--- src/rtl/evblk_pkg.sv ---
package evblk_pkg;
   localparam int WORD_W  = 32;
   localparam int TIME_W  = 48;
   localparam int SLOT_W  = 5;
   localparam int FLD11_W = 11;
   localparam int TNUM_W  = 27;
   localparam int WCNT_W  = 22;

   localparam logic [3:0] TAG_BLK_HEAD = 4'd0;
   localparam logic [3:0] TAG_BLK_TAIL = 4'd1;
   localparam logic [3:0] TAG_EVT_HEAD = 4'd2;
   localparam logic [3:0] TAG_TSTAMP   = 4'd3;
   localparam logic [3:0] TAG_NODATA   = 4'd14;
   localparam logic [3:0] TAG_PAD      = 4'd15;

   typedef enum logic [2:0] {
      ST_IDLE, ST_BHEAD, ST_EVHEAD, ST_TIME_HI, ST_TIME_LO, ST_BTAIL, ST_PAD
   } seq_st_t;

   function automatic logic [WORD_W-1:0] def_word(input logic [3:0] tag,
                                                  input logic [26:0] pl);
      return {1'b1, tag, pl};
   endfunction

   function automatic logic is_aligned(input logic [WCNT_W-1:0] n, input logic four);
      return four ? (n[1:0] == 2'b00) : (n[0] == 1'b0);
   endfunction
endpackage

--- src/rtl/evblk_fifo.sv ---
module evblk_fifo #(
   parameter int WIDTH = 32,
   parameter int DEPTH = 16,
   localparam int AW = (DEPTH > 1) ? $clog2(DEPTH) : 1,
   localparam int CW = $clog2(DEPTH + 1)
) (
   input  logic             clk,
   input  logic             rst_n,
   input  logic             push,
   input  logic [WIDTH-1:0] push_data,
   input  logic             pop,
   output logic [WIDTH-1:0] head,
   output logic             full,
   output logic             empty,
   output logic [CW-1:0]    level
);
   if ((1 << AW) != DEPTH) begin : g_bad_depth
      $error("evblk_fifo: DEPTH must be a power of two");
   end

   logic [WIDTH-1:0] mem [DEPTH];
   logic [AW-1:0]    wp, rp;
   logic             do_wr, do_rd;

   assign full  = (level == CW'(DEPTH));
   assign empty = (level == '0);
   assign do_wr = push && !full;
   assign do_rd = pop && !empty;
   assign head  = mem[rp];

   always_ff @(posedge clk or negedge rst_n) begin
      if (!rst_n) begin
         wp    <= '0;
         rp    <= '0;
         level <= '0;
      end else begin
         if (do_wr) wp <= wp + AW'(1);
         if (do_rd) rp <= rp + AW'(1);
         case ({do_wr, do_rd})
            2'b10:   level <= level + CW'(1);
            2'b01:   level <= level - CW'(1);
            default: level <= level;
         endcase
      end
   end

   always_ff @(posedge clk) begin
      if (do_wr) mem[wp] <= push_data;
   end
endmodule

--- src/rtl/evblk_timer.sv ---
module evblk_timer #(
   parameter int TW = 48
) (
   input  logic          clk,
   input  logic          rst_n,
   input  logic          glob_rst,
   output logic [TW-1:0] now
);
   always_ff @(posedge clk or negedge rst_n) begin
      if (!rst_n)        now <= '0;
      else if (glob_rst) now <= '0;
      else               now <= now + TW'(1);
   end
endmodule

--- src/rtl/evblk_seq.sv ---
module evblk_seq
   import evblk_pkg::*;
(
   input  logic               clk,
   input  logic               rst_n,
   input  logic [SLOT_W-1:0]  slot_id,
   input  logic [FLD11_W-1:0] evt_cfg,
   input  logic               pad_cfg,
   input  logic               tq_empty,
   input  logic [TIME_W-1:0]  tq_time,
   output logic               tq_pop,
   output logic               ow_valid,
   output logic [WORD_W-1:0]  ow_data,
   input  logic               ow_ready
);
   seq_st_t            st;
   logic [TNUM_W-1:0]  trig_num;
   logic [FLD11_W-1:0] blk_num, evt_tgt, evt_done;
   logic [WCNT_W-1:0]  wcnt, wnext;
   logic               pad_lt, fire;

   assign wnext = wcnt + WCNT_W'(1);
   assign fire  = ow_valid && ow_ready;

   always_comb begin
      ow_valid = 1'b1;
      ow_data  = '0;
      case (st)
         ST_IDLE:    ow_valid = 1'b0;
         ST_BHEAD:   ow_data  = def_word(TAG_BLK_HEAD, {slot_id, evt_tgt, blk_num});
         ST_EVHEAD: begin
            ow_valid = !tq_empty;
            ow_data  = def_word(TAG_EVT_HEAD, trig_num);
         end
         ST_TIME_HI: ow_data  = def_word(TAG_TSTAMP, {3'b000, tq_time[47:24]});
         ST_TIME_LO: ow_data  = {8'h00, tq_time[23:0]};
         ST_BTAIL:   ow_data  = def_word(TAG_BLK_TAIL, {slot_id, wnext});
         ST_PAD:     ow_data  = def_word(TAG_PAD, 27'd0);
         default:    ow_valid = 1'b0;
      endcase
   end

   assign tq_pop = fire && (st == ST_TIME_LO);

   always_ff @(posedge clk or negedge rst_n) begin
      if (!rst_n) begin
         st       <= ST_IDLE;
         trig_num <= '0;
         blk_num  <= '0;
         evt_tgt  <= FLD11_W'(1);
         evt_done <= '0;
         wcnt     <= '0;
         pad_lt   <= 1'b0;
      end else begin
         if (fire) wcnt <= wnext;
         case (st)
            ST_IDLE: if (!tq_empty) begin
               evt_tgt  <= (evt_cfg == '0) ? FLD11_W'(1) : evt_cfg;
               pad_lt   <= pad_cfg;
               evt_done <= '0;
               wcnt     <= '0;
               st       <= ST_BHEAD;
            end
            ST_BHEAD:  if (fire) st <= ST_EVHEAD;
            ST_EVHEAD: if (fire) begin
               trig_num <= trig_num + TNUM_W'(1);
               st       <= ST_TIME_HI;
            end
            ST_TIME_HI: if (fire) st <= ST_TIME_LO;
            ST_TIME_LO: if (fire) begin
               evt_done <= evt_done + FLD11_W'(1);
               st <= (FLD11_W'(evt_done + FLD11_W'(1)) == evt_tgt) ? ST_BTAIL : ST_EVHEAD;
            end
            ST_BTAIL: if (fire) begin
               blk_num <= blk_num + FLD11_W'(1);
               st      <= is_aligned(wnext, pad_lt) ? ST_IDLE : ST_PAD;
            end
            ST_PAD: if (fire && is_aligned(wnext, pad_lt)) st <= ST_IDLE;
            default: st <= ST_IDLE;
         endcase
      end
   end
endmodule

--- src/rtl/evblk_fmt.sv ---
module evblk_fmt
   import evblk_pkg::*;
#(
   parameter int OBUF_DEPTH = 16,
   parameter int BUSY_LVL   = 12,
   parameter int TQ_DEPTH   = 4,
   parameter bit BUSY_REG   = 1'b1,
   localparam int OB_CW = $clog2(OBUF_DEPTH + 1),
   localparam int TQ_CW = $clog2(TQ_DEPTH + 1)
) (
   input  logic               clk,
   input  logic               rst_n,
   input  logic               glob_rst,
   input  logic               trig,
   input  logic [SLOT_W-1:0]  slot_id,
   input  logic [FLD11_W-1:0] evt_per_blk,
   input  logic               pad4,
   input  logic               rd_req,
   output logic [WORD_W-1:0]  rd_data,
   output logic               busy
);
   if (BUSY_LVL < 1 || BUSY_LVL > OBUF_DEPTH) begin : g_bad_busy
      $error("evblk_fmt: BUSY_LVL must lie in 1..OBUF_DEPTH");
   end
   if (TQ_DEPTH < 2) begin : g_bad_tq
      $error("evblk_fmt: TQ_DEPTH must be at least 2");
   end

   localparam logic [WORD_W-1:0] NODATA_WORD = def_word(TAG_NODATA, 27'd0);

   logic [TIME_W-1:0] time_val, tq_time;
   logic              tq_full, tq_empty, tq_pop;
   logic [TQ_CW-1:0]  tq_lvl;
   logic              ow_valid, ow_ready;
   logic [WORD_W-1:0] ow_data, ob_head;
   logic              ob_full, ob_empty, ob_pop;
   logic [OB_CW-1:0]  ob_lvl;

   evblk_timer #(.TW(TIME_W)) u_timer (
      .clk(clk), .rst_n(rst_n), .glob_rst(glob_rst), .now(time_val)
   );

   evblk_fifo #(.WIDTH(TIME_W), .DEPTH(TQ_DEPTH)) u_tq (
      .clk(clk), .rst_n(rst_n), .push(trig), .push_data(time_val),
      .pop(tq_pop), .head(tq_time), .full(tq_full), .empty(tq_empty), .level(tq_lvl)
   );

   evblk_seq u_seq (
      .clk(clk), .rst_n(rst_n), .slot_id(slot_id), .evt_cfg(evt_per_blk),
      .pad_cfg(pad4), .tq_empty(tq_empty), .tq_time(tq_time), .tq_pop(tq_pop),
      .ow_valid(ow_valid), .ow_data(ow_data), .ow_ready(ow_ready)
   );

   assign ow_ready = !ob_full;
   assign ob_pop   = rd_req && !ob_empty;

   evblk_fifo #(.WIDTH(WORD_W), .DEPTH(OBUF_DEPTH)) u_obuf (
      .clk(clk), .rst_n(rst_n), .push(ow_valid), .push_data(ow_data),
      .pop(ob_pop), .head(ob_head), .full(ob_full), .empty(ob_empty), .level(ob_lvl)
   );

   always_ff @(posedge clk or negedge rst_n) begin
      if (!rst_n)      rd_data <= NODATA_WORD;
      else if (rd_req) rd_data <= ob_empty ? NODATA_WORD : ob_head;
   end

   if (BUSY_REG) begin : g_busy_ff
      always_ff @(posedge clk or negedge rst_n) begin
         if (!rst_n) busy <= 1'b0;
         else        busy <= (ob_lvl >= OB_CW'(BUSY_LVL));
      end
   end else begin : g_busy_comb
      assign busy = (ob_lvl >= OB_CW'(BUSY_LVL));
   end
endmodule

--- config.mk ---
export PLATFORM = sky130hd
export DESIGN_NAME = evblk_fmt
export DESIGN_NICKNAME = d
export VERILOG_FILES = /design/src/rtl/evblk_pkg.sv /design/src/rtl/evblk_fifo.sv /design/src/rtl/evblk_timer.sv /design/src/rtl/evblk_seq.sv /design/src/rtl/evblk_fmt.sv
export SDC_FILE = /design/constraint.sdc
export NUM_CORES = 1
export LEC_CHECK = 0
export BUFFER_PORTS_ARGS = -buffer_cell sky130_fd_sc_hd__buf_2
export CORE_MARGIN = 2
export CORE_UTILIZATION = 55
export CTS_BUF_LIST = sky130_fd_sc_hd__clkbuf_16
export DETAILED_ROUTE_END_ITERATION = 8
export PLACE_DENSITY = 0.73
export SLEW_MARGIN = 5
export SYNTH_ARGS = -nofsm -noshare
export SYNTH_HDL_FRONTEND = slang
export SYNTH_HIERARCHICAL = 1
export SYNTH_SLANG_ARGS = --single-unit
--- constraint.sdc ---
create_clock -name clk -period 5.6 [get_ports clk]
set_clock_uncertainty 0.2 [all_clocks]
set_input_delay 1.12 -clock clk [delete_from_list [all_inputs] [get_ports clk]]
set_output_delay 1.12 -clock clk [all_outputs]
set_load 0.005 [all_outputs]
After elaboration in Yosys (flattened, before gate mapping)
Memories as Yosys holds them, arrays and structs flattened.
Cells that the tools add are included.
- logic and storage cells: 107
- output and inout bits: 33
- flip-flop bits (word level): 187
- memory bits (writable): 704
- memories kept: 2
- bits of input ports: 22
- reduce and logical (&&, ||, !) cells: 25
- $lt $le $gt $ge: 1
- add/subtract/negate cells: 13
- bitwise logic cells: 2
- multiplexer cells: 28
- eq/ne operators: 20
- memory list (name ; depth ; width ; rd ports ; clocked after Yosys merged registers in ; wr ports ; RTL line ; RTL):
    u_obuf.mem ; 16 ; 32 ; 1 ; 0 ; 1 ; evblk_fifo.sv:21 ; logic [WIDTH-1:0] mem [DEPTH];
    u_tq.mem ; 4 ; 48 ; 1 ; 0 ; 1 ; evblk_fifo.sv:21 ;
- operators with widths (operator ; number):
    32-bit one-hot mux with 6 select lines ; 1
    22-bit two-way mux ; 3
    48-bit by 1-bit adder with 48-bit output, second input constant ; 1
    48-bit two-way mux ; 1
    11-bit two-way mux ; 3
    32-bit two-way mux ; 1
    27-bit by 1-bit adder with 27-bit output, second input constant ; 1
    3-bit two-way mux ; 9
    11-bit by 1-bit adder with 11-bit output, second input constant ; 2
    22-bit by 1-bit adder with 22-bit output, second input constant ; 1
    11-bit one-hot mux with 2 select lines ; 1
    3-bit one-hot mux with 7 select lines ; 1
    3-bit equality test, second input constant ; 4
    2-bit by 1-bit != test with 1-bit output, second input constant ; 6
    11-bit equality test ; 1
    11-bit zero test ; 1
    5-bit one-hot mux with 2 select lines ; 1
    4-bit by 1-bit adder with 4-bit output, second input constant ; 2
    1-bit logical AND ; 7
    7-bit AND reduction ; 1
    3-bit by 2-bit equality test with 1-bit output, second input constant ; 2
    3-bit zero test ; 2
    3-bit one-hot mux with 2 select lines ; 1
    2-bit AND reduction ; 3
    other kinds (20) ; 33

Logic depth before layout (Yosys ltp)
Gate-level depths: netlist (run 1).
- depth in word-level cells: 8
- mapped depth: 14
- depth with buffers taken out: 13

By module
The synthesis (run 1) kept the hierarchy.
- by module, submodules not included (module ; sequential area each (µm²) ; area each (µm²) ; cells each ; times used):
    evblk_fifo (u_obuf) ; 15700.1 ; 20392.1 ; 1012 ; 1
    evblk_fifo (u_tq) ; 5940.7 ; 7407.1 ; 288 ; 1
    evblk_seq ; 2153.3 ; 5471.5 ; 617 ; 1
    evblk_timer ; 1201.2 ; 2573.7 ; 275 ; 1
    evblk_fmt ; 830.8 ; 1453.9 ; 141 ; 1

Worst setup path after synthesis (run 1)
No wires, ideal clock.
- path kind: reg-to-reg
- start: register u_tq.level[0]
- end: memory u_obuf.mem[6][0], in the netlist u_obuf/mem[3][0], enable pin
- slack: 1.499 ns
- setup time: 0.461 ns
- clock period less this slack: 4.101 ns
- path buffers: 1
- cell stages (with the launch flop): 8
- data arrival time: 3.440 ns
- data required time: 4.939 ns
- cell sequence: dfrtp_1 -> nor3_1 -> nor2b_1 -> o31a_1 -> and2_1 -> buf_2 -> nand2_1 -> nor3_1
- word-level cells in the longest chain between the ends: 6
- RTL lines (element ; RTL line ; RTL):
    start: declaration ; evblk_fifo.sv:15 ; output logic [CW-1:0] level
    start signal: assignment ; evblk_fifo.sv:40 ; 2'b10: level <= level + CW'(1);
    start signal: assignment ; evblk_fifo.sv:41 ; 2'b01: level <= level - CW'(1);
    start signal: assignment ; evblk_fifo.sv:42 ; default: level <= level;
    3-bit zero test ; evblk_fifo.sv:26 ; assign empty = (level == '0);
    net tq_empty ; evblk_fmt.sv:32 ; logic tq_full, tq_empty, tq_pop;
    1-bit zero test ; evblk_seq.sv:32 ; ow_valid = !tq_empty;
    1-bit one-hot mux with 2 select lines ; evblk_seq.sv:28 ; case (st)
    net ow_valid ; evblk_fmt.sv:34 ; logic ow_valid, ow_ready;
    1-bit logical AND ; evblk_fifo.sv:27 ; assign do_wr = push && !full;
    1-bit two-way mux ; evblk_fifo.sv:48 ; if (do_wr) mem[wp] <= push_data;
    1-bit two-way mux (not written as such) ; evblk_fifo.sv:48 ;
    end: declaration ; evblk_fifo.sv:21 ;
The timed path passes the listed nets, and every way through them passes these cells.

Worst setup path after layout (run 1)
- start: register u_tq.level[0]
- end: register u_obuf.level[4]
- word-level cells in the longest chain between the ends: 6
- elaborated cells between the ends (all ways): 8
- those cells by class: 2 x eq/ne; 2 x mux; 4 x reduce/logical
- RTL lines (element ; RTL line ; RTL):
    3-bit zero test * ; evblk_fifo.sv:26 ;
    net tq_empty ; evblk_fmt.sv:32 ;
    1-bit zero test * ; evblk_seq.sv:32 ;
    1-bit one-hot mux with 2 select lines * ; evblk_seq.sv:28 ;
    net ow_valid ; evblk_fmt.sv:34 ;
    1-bit logical AND * ; evblk_fifo.sv:27 ;
    2-bit by 1-bit equality test with 1-bit output or 2-bit equality test (tied branches) ; evblk_fifo.sv:39 ; case ({do_wr, do_rd})
    5-bit one-hot mux with 2 select lines or 2-bit nonzero test (tied branches) ; - ;
    end signal: assignment ; evblk_fifo.sv:40 ;
    end signal: assignment ; evblk_fifo.sv:41 ;
    end signal: assignment ; evblk_fifo.sv:42 ;
    end: declaration ; evblk_fifo.sv:15 ;
Mark *: on every way through the listed nets, which the timed path passes. The rest lies on a longest branch.
A chain may end at the register's enable or synchronous reset.

==> out/results.ini, run 1 <==
[sta]
setup_tns_ns = 0
worst_slew_pin_slew_ns = 1.34
final_max_slew_viol_count = 0
unrepaired_setup_endpoints_after_global_routing = no
final-setup-viol-count = 0
fin_crit_ns = 3.83
finalWorstSetupSlack_ns = 1.77
relSlewSlack_pct = 10.6
final.period_utilization_pct = 68.4
finalHoldViolations = 0
max_freq_ghz = 0.261

[finish]
reg_area_um2 = 25800
multi_input_area_um2 = 10600
area_delta_synth_final_pct = 11.1
antenna_diode_count = 0
final_layout_size_suffix_gt1_share_pct = 17.2
fin_util_pct = 61.7
fillCellCount = 4688
design.final.nets = 2446

[synthesis]
synth_compound_area_share_pct = 5.48
synthTopCellsByArea = sky130_fd_sc_hd__edfxtp_1 57%, sky130_fd_sc_hd__dfrtp_1 12%, sky130_fd_sc_hd__mux4_2 6.6%
synth_xor_area_share_pct = 3.29
count_of_distinct_cell_types_in_the_synthesized_netlist = 75
synth-seq-cells = 891
synth_seq_area_share_pct = 69.2
netlist_top_cells_count = 704 x sky130_fd_sc_hd__edfxtp_1, 182 x sky130_fd_sc_hd__dfrtp_1, 155 x sky130_fd_sc_hd__nand2_1, 134 x sky130_fd_sc_hd__mux2i_1, 126 x sky130_fd_sc_hd__nor2_1
synth_top_area_share_pct = 56.7
synth.most_common_cell = sky130_fd_sc_hd__edfxtp_1
largest_family_of_logic_cells_by_synthesized_area = multiplexers
synth_enable_flop_cells = 704
synthAdderAreaFrac_pct = 0.745
synthMuxAreaShare_pct = 11.2
synth.net_count = 2376
synth_area_leader_cell = sky130_fd_sc_hd__edfxtp_1
async_flop_share_pct = 21.0
syn-cell-area_um2 = 37300
yosys_most_used_dff = sky130_fd_sc_hd__edfxtp_1
post_synth_and_or_nand_nor_area_fraction_pct = 7.31
synthesis.area_per_instance_um2 = 16.0
postSynthCellCount = 2333
synth-warning-count = 6

[clocking]
cts.path.max_buffers = 3
tritoncts = done
clkTransAtPathRegs_ns = 0.06
post_cts_repair_timing_setup_buffer_count = 0
hold_buffers = 0
number_of_buffers_added_by_the_clock_tree_synthesis_step = 88
clock_insertion_delay_worst_skew_ns = 0.65
cts-htree-levels = 3
resized_cells_post_cts = 0
cts_sinks = 891
ctsRootBufferMaster = sky130_fd_sc_hd__clkbuf_16

[routing]
drt_pass1_iterations = 5
first_iter_violations = 1766
remaining_design_rule_violation_count = 0
postRouteAntennaNets = 0
via_count = 20614
wire_per_inst_um = 24.2
routed_via_density = 6.15
postRouteWirelength_um = 81000

[die]
design.core.area_um2 = 67200
fp-row-count = 95
initial_utilization_pct = 55.5
die_height_um = 264
die_width_um = 264
die_area_um2 = 69900
design.portCount = 55

[place]
place.detailed.hpwl_um = 49400
dpl_worst_slack_ns = 1.78
place.gp.congestion = 0.883
port_buffers = 54

[worst_setup_path]
worstRegToRegCells = 13
rr_endpoint = u_obuf/level[4]$_DFFE_PN0P_
crit_required_ns = 5.93
crit_fanout = 9
critical_path.startpoint_type = register
setup.worst_path.end = u_obuf/level[4]$_DFFE_PN0P_
worst-r2r-setup-slack_ns = 1.77
category_of_the_critical_setup_timing_path = register to register
cp.arrival_ns = 4.16
rr_startpoint = u_tq/level[0]$_DFFE_PN0P_
crit_path_start = u_tq/level[0]$_DFFE_PN0P_
timing.critical_path.to_type = register

[global_route]
global_route.overflow_total = 0
global_route_wire_length_before_repair_um = 124000
grt_pass1_vias = 20914
grt_start_max_net_pins = 91
track_usage_pct = 23.4
grt_antenna_before_repair = 1

[pwr]
power_switching_share_pct = 32.8
vdd.ir_drop.worst_mv = 0.430
p_sw_uw = 7510
clkPwrFrac_pct = 26.6
leakagePower_uw = 0.0148
pwr_density_cell_nw_per_um2 = 552
p_int_uw = 15400
share_of_total_power_in_sequential_cells_pct = 43.6
pwr-share-comb_pct = 29.8

[status]
run_status = completed

[hold_path]
hold_path_class = register to register

[flow_run]
max-cap-violations = 0

-- registers in the layout (all words and copies together) (netlist names) --
signal	cells
u_obuf/rp	4
u_seq/trig_num	27
u_obuf/mem	512
u_seq/st	3
u_tq/wp	2
u_seq/blk_num	11
u_tq/rp	2
u_obuf/level	5
rd_data	32
u_seq/evt_tgt	11
u_obuf/wp	4
u_seq/pad_lt	1
u_seq/wcnt	22
busy	1
u_timer/now	48
u_tq/mem	192
u_tq/level	3
u_seq/evt_done	11
-- metal layers --
layer	GRT usage, %	routed length, um	up-vias
li1	-	-	9159
met1	30.9	33200	10598
met2	39.8	40800	698
met3	3.43	4340	159
met4	8.46	2680	0
met5	0	0	-
-- cell type report --
type,count,share of cell area [%]
Clock inverter,74,1.88
Clock buffer,90,5.43
Sequential cell,891,62.3
Timing Repair Buffer,103,1.65
Tap cell,873,2.64
Inverter,53,0.480
Multi-Input combinational cell,1266,25.6
-- power groups by stage --
stage	registers (uW)	clock network, uW	logic [uW]
5_1_grt	10100	6420	7320
3_5_place_dp	10100	0	6770
6_report	9980	6080	6810
4_1_cts	10000	6180	6800
3_3_place_gp	10000	0	6600
2_1_floorplan	9680	0	4930
-- through the flow --
stage          hold WS, ns  instances  instance area, um2  power [uW]
2_1_floorplan        0.246       2333               37300       14600
3_5_place_dp         0.265       3186               38400       16900
6_report             0.280       3350               41500       22900
5_1_grt              0.307       3350               41500       23800
4_1_cts              0.277       3350               41400       23000
3_3_place_gp         0.264       3186               38400       16600
-- critical path, cell delays in order, from the launching register on --
cell and delay (ns):
sky130_fd_sc_hd__dfrtp_1 0.44, sky130_fd_sc_hd__nor3_1 0.66, sky130_fd_sc_hd__nor2b_1 0.18, sky130_fd_sc_hd__o31a_1 0.32, sky130_fd_sc_hd__and2_1 0.24, sky130_fd_sc_hd__inv_1 0.09
sky130_fd_sc_hd__ha_1 0.23, sky130_fd_sc_hd__inv_1 0.11, sky130_fd_sc_hd__fa_1 0.41, sky130_fd_sc_hd__nor2b_1 0.12, sky130_fd_sc_hd__o21ai_0 0.12, sky130_fd_sc_hd__nand3_1 0.10
sky130_fd_sc_hd__or3b_1 0.36, sky130_fd_sc_hd__xnor2_1 0.13
-- cells by family after synthesis --
logic type / after synthesis
DFF: 891
and+or+nand+nor: 528
AOI/OAI and AO/OA: 303
muxes: 274
buffers and inverters: 176
xor gates and xnor gates: 140
adders and majority gates: 21
-- layout by cell type (no fill, tap or decap), drive strengths merged, types with 20 or more instances in the layout --
cell | Yosys | final
a21oi | 45 | 45
a221oi | 68 | 68
a22oi | 50 | 50
buf | 75 | 102
clkbuf | 48 | 91
clkinv | 0 | 31
dfrtp | 182 | 182
edfxtp | 704 | 704
inv | 53 | 77
mux2 | 28 | 28
mux2i | 134 | 134
mux4 | 112 | 112
nand2 | 156 | 156
nand3 | 45 | 45
nand3b | 27 | 27
nand4 | 31 | 31
nor2 | 127 | 127
nor2b | 20 | 20
nor3 | 20 | 20
o21ai | 101 | 101
xnor2 | 91 | 91
xor2 | 49 | 49
-- how the worst min path moves through the flow --
stage,start,end,slack [ns],cells after the start
final,u_seq/trig_num[26]$_DFFE_PN0P_,u_seq/trig_num[26]$_DFFE_PN0P_,0.28,1
after global routing,u_seq/trig_num[21]$_DFFE_PN0P_,u_seq/trig_num[21]$_DFFE_PN0P_,0.31,1
after floorplan,u_seq/blk_num[10]$_DFFE_PN0P_,u_seq/blk_num[10]$_DFFE_PN0P_,0.25,1
after global placement,u_seq/blk_num[10]$_DFFE_PN0P_,u_seq/blk_num[10]$_DFFE_PN0P_,0.26,1
after detailed placement,u_seq/trig_num[26]$_DFFE_PN0P_,u_seq/trig_num[26]$_DFFE_PN0P_,0.26,1
after CTS,u_seq/trig_num[26]$_DFFE_PN0P_,u_seq/trig_num[26]$_DFFE_PN0P_,0.28,1
Power figures use the tool's default switching activity.
==> inputs of run 2 (changes only) <==
Clock period 5.6 ns to 3.9 ns, I/O delays scaled along.
==> out/results.ini, run 2 (synthesis results as in run 1) <==
[worst_setup_path]
crit_fanout = 5  ; -4
cp.arrival_ns = 3.79  ; -0.37 ns
max_stage_delay_ns = 0.45  ; -0.21 ns
slowest_stage = sky130_fd_sc_hd__dfrtp_1
rr_endpoint = u_obuf/level[4]$_DFFE_PN0P_
critical_path.startpoint_type = register
worst-r2r-setup-slack_ns = 0.44  ; -1.34 ns
timing.critical_path.to_type = register
crit_required_ns = 4.22  ; -1.71 ns
cells_along_the_critical_path = nor3_1 -> buf_4 -> nor2b_1 -> o31a_1 -> and2_1 -> inv_1 -> ha_1 -> inv_1 -> fa_1 -> nor2b_1 -> o21ai_0 -> nand3_1 -> or3b_1 -> xnor2_1
category_of_the_critical_setup_timing_path = register to register
crit_path_start = u_tq/level[0]$_DFFE_PN0P_
rr_startpoint = u_tq/level[0]$_DFFE_PN0P_
worstRegToRegCells = 14  ; +1

[pwr]
leakagePower_uw = 0.0150  ; +1.2%
vdd.ir_drop.worst_mv = 0.414  ; -3.8%
pwr_density_cell_nw_per_um2 = 795  ; +44%

[sta]
final_max_slew_viol_count = 0  ; unchanged
unrepaired_setup_endpoints_after_global_routing = no
max_freq_ghz = 0.289  ; +11%
finalWorstSetupSlack_ns = 0.437  ; -1.34 ns
worst_hold_margin_ns = 0.149  ; -0.131 ns
final-setup-viol-count = 0  ; unchanged
relSlewSlack_pct = 13.8  ; +3.2 points
fin_crit_ns = 3.46  ; -0.365 ns
setup_tns_ns = 0  ; unchanged
worst_slew_pin_slew_ns = 1.29  ; -0.0445 ns
finalHoldViolations = 0  ; unchanged
final.period_utilization_pct = 88.8  ; +20 points

[finish]
final_cell_mix = 704 x sky130_fd_sc_hd__edfxtp_1, 177 x sky130_fd_sc_hd__dfrtp_1, 155 x sky130_fd_sc_hd__nand2_1
area_delta_synth_final_pct = 12.6
largest_register_ff_count = 512  ; unchanged
final_layout_size_suffix_gt1_share_pct = 18.7  ; +1.4 points
mostFrequentLayoutCell = sky130_fd_sc_hd__edfxtp_1
design.final.nets = 2469  ; +0.94%
largestRegisters = u_obuf/mem: 512 flops, u_tq/mem: 192 flops, u_timer/now: 48 flops
max_flop_register = u_obuf/mem

[place]
port_buffers = 54  ; unchanged
place.gp.congestion = 0.880  ; -0.34%
dpl_worst_slack_ns = 0.467  ; -1.32 ns
place.detailed.hpwl_um = 48600  ; -1.6%

[routing]
remaining_design_rule_violation_count = 0  ; unchanged
first_iter_violations = 2138  ; +21%
routed_via_density = 6.19  ; +0.61%
wire_per_inst_um = 24.5  ; +1.1%
postRouteAntennaNets = 0  ; unchanged
via_count = 20900  ; +1.4%
drt_pass1_iterations = 5  ; unchanged
postRouteWirelength_um = 82500  ; +1.9%

[die]
design.core.area_um2 = 67200  ; unchanged
design.portCount = 55  ; unchanged
die_width_um = 264  ; unchanged
initial_utilization_pct = 55.5  ; unchanged
die_height_um = 264  ; unchanged
die_area_um2 = 69900  ; unchanged
fp-row-count = 95  ; unchanged

[global_route]
grt_pass1_vias = 21020  ; +0.51%
grt_start_max_net_pins = 86  ; -5.5%
global_route.overflow_total = 0  ; unchanged
track_usage_pct = 23.9  ; +0.52 points
grt_antenna_before_repair = 0  ; -1
global_route_wire_length_before_repair_um = 126000  ; +1.8%

[clocking]
ctsRootBufferMaster = sky130_fd_sc_hd__clkbuf_16
clock_insertion_delay_worst_skew_ns = 0.64  ; about the same
resized_cells_post_cts = 0  ; unchanged
number_of_buffers_added_by_the_clock_tree_synthesis_step = 90  ; +2.3%
cts-htree-levels = 3  ; unchanged
tritoncts = done
clkTransAtPathRegs_ns = 0.06  ; about the same
cts_sinks = 891  ; unchanged
cts.path.max_buffers = 3  ; unchanged

[flow_run]
max-cap-violations = 0  ; unchanged

[status]
run_status = completed

[hold_path]
hold_start = evt_per_blk[10]
hold_path_class = primary input to register
worstHoldPathCells = 3  ; +2
hold_end = u_seq/evt_tgt[10]$_DFFE_PN0P_

## run 2: critical path: cells and delay by family (launching register included)
family,cells,cell delay (ns)
AOI/OAI and AO/OA,2,0.38
adders and majority gates,2,0.65
DFF,1,0.45
and+or+nand+nor,6,1.16
buffers and inverters,3,0.38
xor gates and xnor gates,1,0.13
## run 2: power breakdown
part | switching (uW) | leakage (uW) | internal [uW]
Sequential | 1060 | 0.00897 | 13200
Combinational | 6230 | 0.00451 | 3860
Clock | 3640 | 0.00155 | 5420
## run 2: timing repair
| action | 4_1_cts | 5_1_grt |
|---|---|---|
| buffers inserted | 0 | 0 |
| hold endpoints to repair | 47 | 0 |
| hold buffers | 1 | 0 |
## run 2: final cells by class
type,count,area [um2]
tap,873,1090
antenna,1,2.50
clock inverter,75,845
timing repair buffer,124,1070
clock buffer,93,2330
sequential,891,25800
fill,4658,25200
inverter,53,199
multi-input combinational,1266,10600
## run 2: routing by layer
| metal | vias up | routed length (um) | GRT usage, % |
|---|---|---|---|
| met4 | 0 | 3060 | 9.12 |
| met1 | 10682 | 33700 | 32.6 |
| met5 | - | 0 | 0 |
| met2 | 810 | 40700 | 39.7 |
| li1 | 9227 | - | - |
| met3 | 181 | 5120 | 3.14 |
## run 2: how the worst max path moves through the flow
stage,to,slack [ns],cells past startpoint
2_1_floorplan,u_obuf/mem[7][0]$_DFFE_PP_,0.65,7
3_3_place_gp,u_obuf/level[4]$_DFFE_PN0P_,0.47,14
3_5_place_dp,u_obuf/level[4]$_DFFE_PN0P_,0.47,14
4_1_cts,u_obuf/level[4]$_DFFE_PN0P_,0.45,14
5_1_grt,u_obuf/level[4]$_DFFE_PN0P_,0.26,14
6_report,u_obuf/level[4]$_DFFE_PN0P_,0.44,14
## run 2: metrics by stage
step / util [%] / instance area [um2] / power, uW / std cells
final: 62.6 / 42000 / 33400 / 3376
after global routing: 62.5 / 42000 / 34800 / 3375
after CTS: 62.5 / 42000 / 33500 / 3375
after detailed placement: 57.8 / 38800 / 24400 / 3206
after global placement: 57.8 / 38800 / 24100 / 3206
after floorplan: - / 37300 / 21000 / 2333
==> inputs of run 3 (changes only) <==
Settings changed: ABC_AREA from default to 1, CTS_CLUSTER_SIZE from default to 14, SLEW_MARGIN 5 to 0.
==> out/results.ini, run 3 <==
[finish]
area_delta_synth_final_pct = 10.6
post_route_cell_area_um2 = 44700  ; +6.4%
largest_register_ff_count = 512  ; unchanged
multi_input_area_um2 = 11900  ; +12%
antenna_diode_count = 0  ; -1
largestRegisters = u_obuf/mem: 512 flops, u_tq/mem: 192 flops, u_timer/now: 48 flops
mostFrequentLayoutCell = sky130_fd_sc_hd__nand2_1
reg_area_um2 = 25800  ; about the same
max_flop_register = u_obuf/mem
design.final.nets = 4226  ; +71%
final_cell_mix = 1408 x sky130_fd_sc_hd__nand2_1, 704 x sky130_fd_sc_hd__edfxtp_1, 491 x sky130_fd_sc_hd__inv_1
final_layout_size_suffix_gt1_share_pct = 8.44  ; -10 points
fillCellCount = 5816  ; +25%

[global_route]
grt_antenna_before_repair = 2  ; +2
grt_pass1_vias = 27155  ; +29%
track_usage_pct = 26.6  ; +2.7 points
global_route_wire_length_before_repair_um = 154000  ; +22%
global_route.overflow_total = 0  ; unchanged
grt_start_max_net_pins = 221  ; +160%

[sta]
max_freq_ghz = 0.292  ; +0.99%
setup_tns_ns = 0  ; unchanged
final.period_utilization_pct = 87.9  ; -0.87 points
fin_crit_ns = 3.43  ; -0.0340 ns
unrepaired_setup_endpoints_after_global_routing = no
final-setup-viol-count = 0  ; unchanged
worst_slew_pin_slew_ns = 1.27  ; -0.0186 ns
final_max_slew_viol_count = 0  ; unchanged
finalHoldViolations = 0  ; unchanged
finalWorstSetupSlack_ns = 0.471  ; +0.0340 ns
relSlewSlack_pct = 14.7  ; +0.87 points

[place]
dpl_worst_slack_ns = 0.521  ; +0.0546 ns
place.gp.congestion = 0.915  ; +4.0%
dpl_cell_area_um2 = 41900  ; +7.8%
port_buffers = 54  ; unchanged
place.detailed.hpwl_um = 61300  ; +26%

[pwr]
pwr_density_cell_nw_per_um2 = 742  ; -6.7%
leakagePower_uw = 0.0191  ; +27%
vdd.ir_drop.worst_mv = 2.69  ; +550%

[clocking]
post_cts_repair_timing_setup_buffer_count = 0  ; unchanged
ctsRootBufferMaster = sky130_fd_sc_hd__clkbuf_16
number_of_buffers_added_by_the_clock_tree_synthesis_step = 89  ; -1.1%
tritoncts = done
cts_sinks = 891  ; unchanged
cts-htree-levels = 3  ; unchanged
cts.path.max_buffers = 3  ; unchanged
clock_insertion_delay_worst_skew_ns = 0.64  ; about the same
clkTransAtPathRegs_ns = 0.06  ; about the same

[flow_run]
max-cap-violations = 0  ; unchanged

[routing]
postRouteWirelength_um = 99800  ; +21%
first_iter_violations = 2621  ; +23%
via_count = 28471  ; +36%
remaining_design_rule_violation_count = 0  ; unchanged
routed_via_density = 5.46  ; -12%
drt_pass1_iterations = 7  ; +2
postRouteAntennaNets = 0  ; unchanged
wire_per_inst_um = 19.1  ; -22%

[worst_setup_path]
cp.arrival_ns = 3.44  ; -0.35 ns
crit_path_start = u_tq/rp[0]$_DFFE_PN0P_
timing.critical_path.to_type = register
critical_path.startpoint_type = register
crit_required_ns = 3.91  ; -0.31 ns
crit_family = compound AO/OA/AOI/OAI gates
slowest_stage = sky130_fd_sc_hd__inv_4
cells_along_the_critical_path = inv_4 -> nand2_1 -> o211ai_1 -> nand2_1 -> a221oi_1 -> o211ai_1
max_stage_delay_ns = 0.71  ; +0.26 ns
crit_fanout = 109  ; +104
category_of_the_critical_setup_timing_path = register to register
rr_startpoint = u_tq/rp[0]$_DFFE_PN0P_
wp_buf_inv = 1  ; -2

[die]
design.core.area_um2 = 72800  ; +8.5%
die_width_um = 275  ; +4.0%
initial_utilization_pct = 55.5  ; -0.082 points
fp-row-count = 99  ; +4.2%
die_area_um2 = 75600  ; +8.2%
design.portCount = 55  ; unchanged
die_height_um = 275  ; +4.0%

[synthesis]
synthesis.area_per_instance_um2 = 9.80  ; -39%
synth-warning-count = 6  ; unchanged
syn-cell-area_um2 = 40400  ; +8.3%
postSynthCellCount = 4120  ; +77%
synth.net_count = 4163  ; +75%

[status]
run_status = completed

[hold_path]
hold_path_class = primary input to register
hold_start = pad4

==> run 3: metal layers <==
layer / up-vias / global-route usage (%) / wire [um]
met5: - / 0 / 0
met4: 0 / 11.1 / 4200
li1: 13601 / - / -
met3: 244 / 3.47 / 6610
met1: 13531 / 34.3 / 40200
met2: 1095 / 45.5 / 48800
==> run 3: layout make-up <==
type	instances	area share [%]
timing repair buffer	138	2.49
clock buffer	90	5.04
multi-input combinational	2575	26.6
inverter	488	4.13
clock inverter	73	1.28
sequential	891	57.8
tap	959	2.68
==> run 3: power by group <==
| group | leakage (uW) | internal, uW | switching (uW) |
|---|---|---|---|
| Clock | 0.00144 | 4730 | 3560 |
| Combinational | 0.00857 | 3090 | 8160 |
| Sequential | 0.00904 | 12900 | 684 |
| Total | 0.0191 | 20800 | 12400 |
==> run 3: timing repair <==
item	CTS	global route
endpoints found under the hold margin	61	0
hold buffers	1	0
resized for setup	0	0
setup endpoints to repair	0	0
==> run 3: metrics by stage <==
step	std cells	utilization [%]	hold WS (ns)	power (uW)
after floorplan	4120	-	0.246	21200
after global placement	5050	57.5	0.257	24600
after detailed placement	5050	57.5	0.256	24900
after CTS	5214	61.4	0.103	33200
after global routing	5214	61.4	0.120	35000
final	5214	61.4	0.132	33200
==> run 3: path summary, 6_finish.rpt <==
path	endpoint	slack, ns	cells after the start
hold reg to reg	rd_data[29]$_DFFE_PN1P_	0.27	2
hold / removal	u_seq/pad_lt$_DFFE_PN0P_	0.13	3
min in group asynchronous	u_timer/now[31]$_DFF_PN0_	0.56	2
setup / recovery	u_obuf/mem[1][10]$_DFFE_PP_	0.47	6
max in group asynchronous	u_seq/trig_num[22]$_DFFE_PN0P_	2.07	3
setup reg to reg	u_obuf/mem[1][10]$_DFFE_PP_	0.47	6
==> run 3: tightest hold or removal path: stages <==
cell and delay, ns:
sky130_fd_sc_hd__buf_2 0.07, sky130_fd_sc_hd__nand2_1 0.04, sky130_fd_sc_hd__nand2_1 0.05
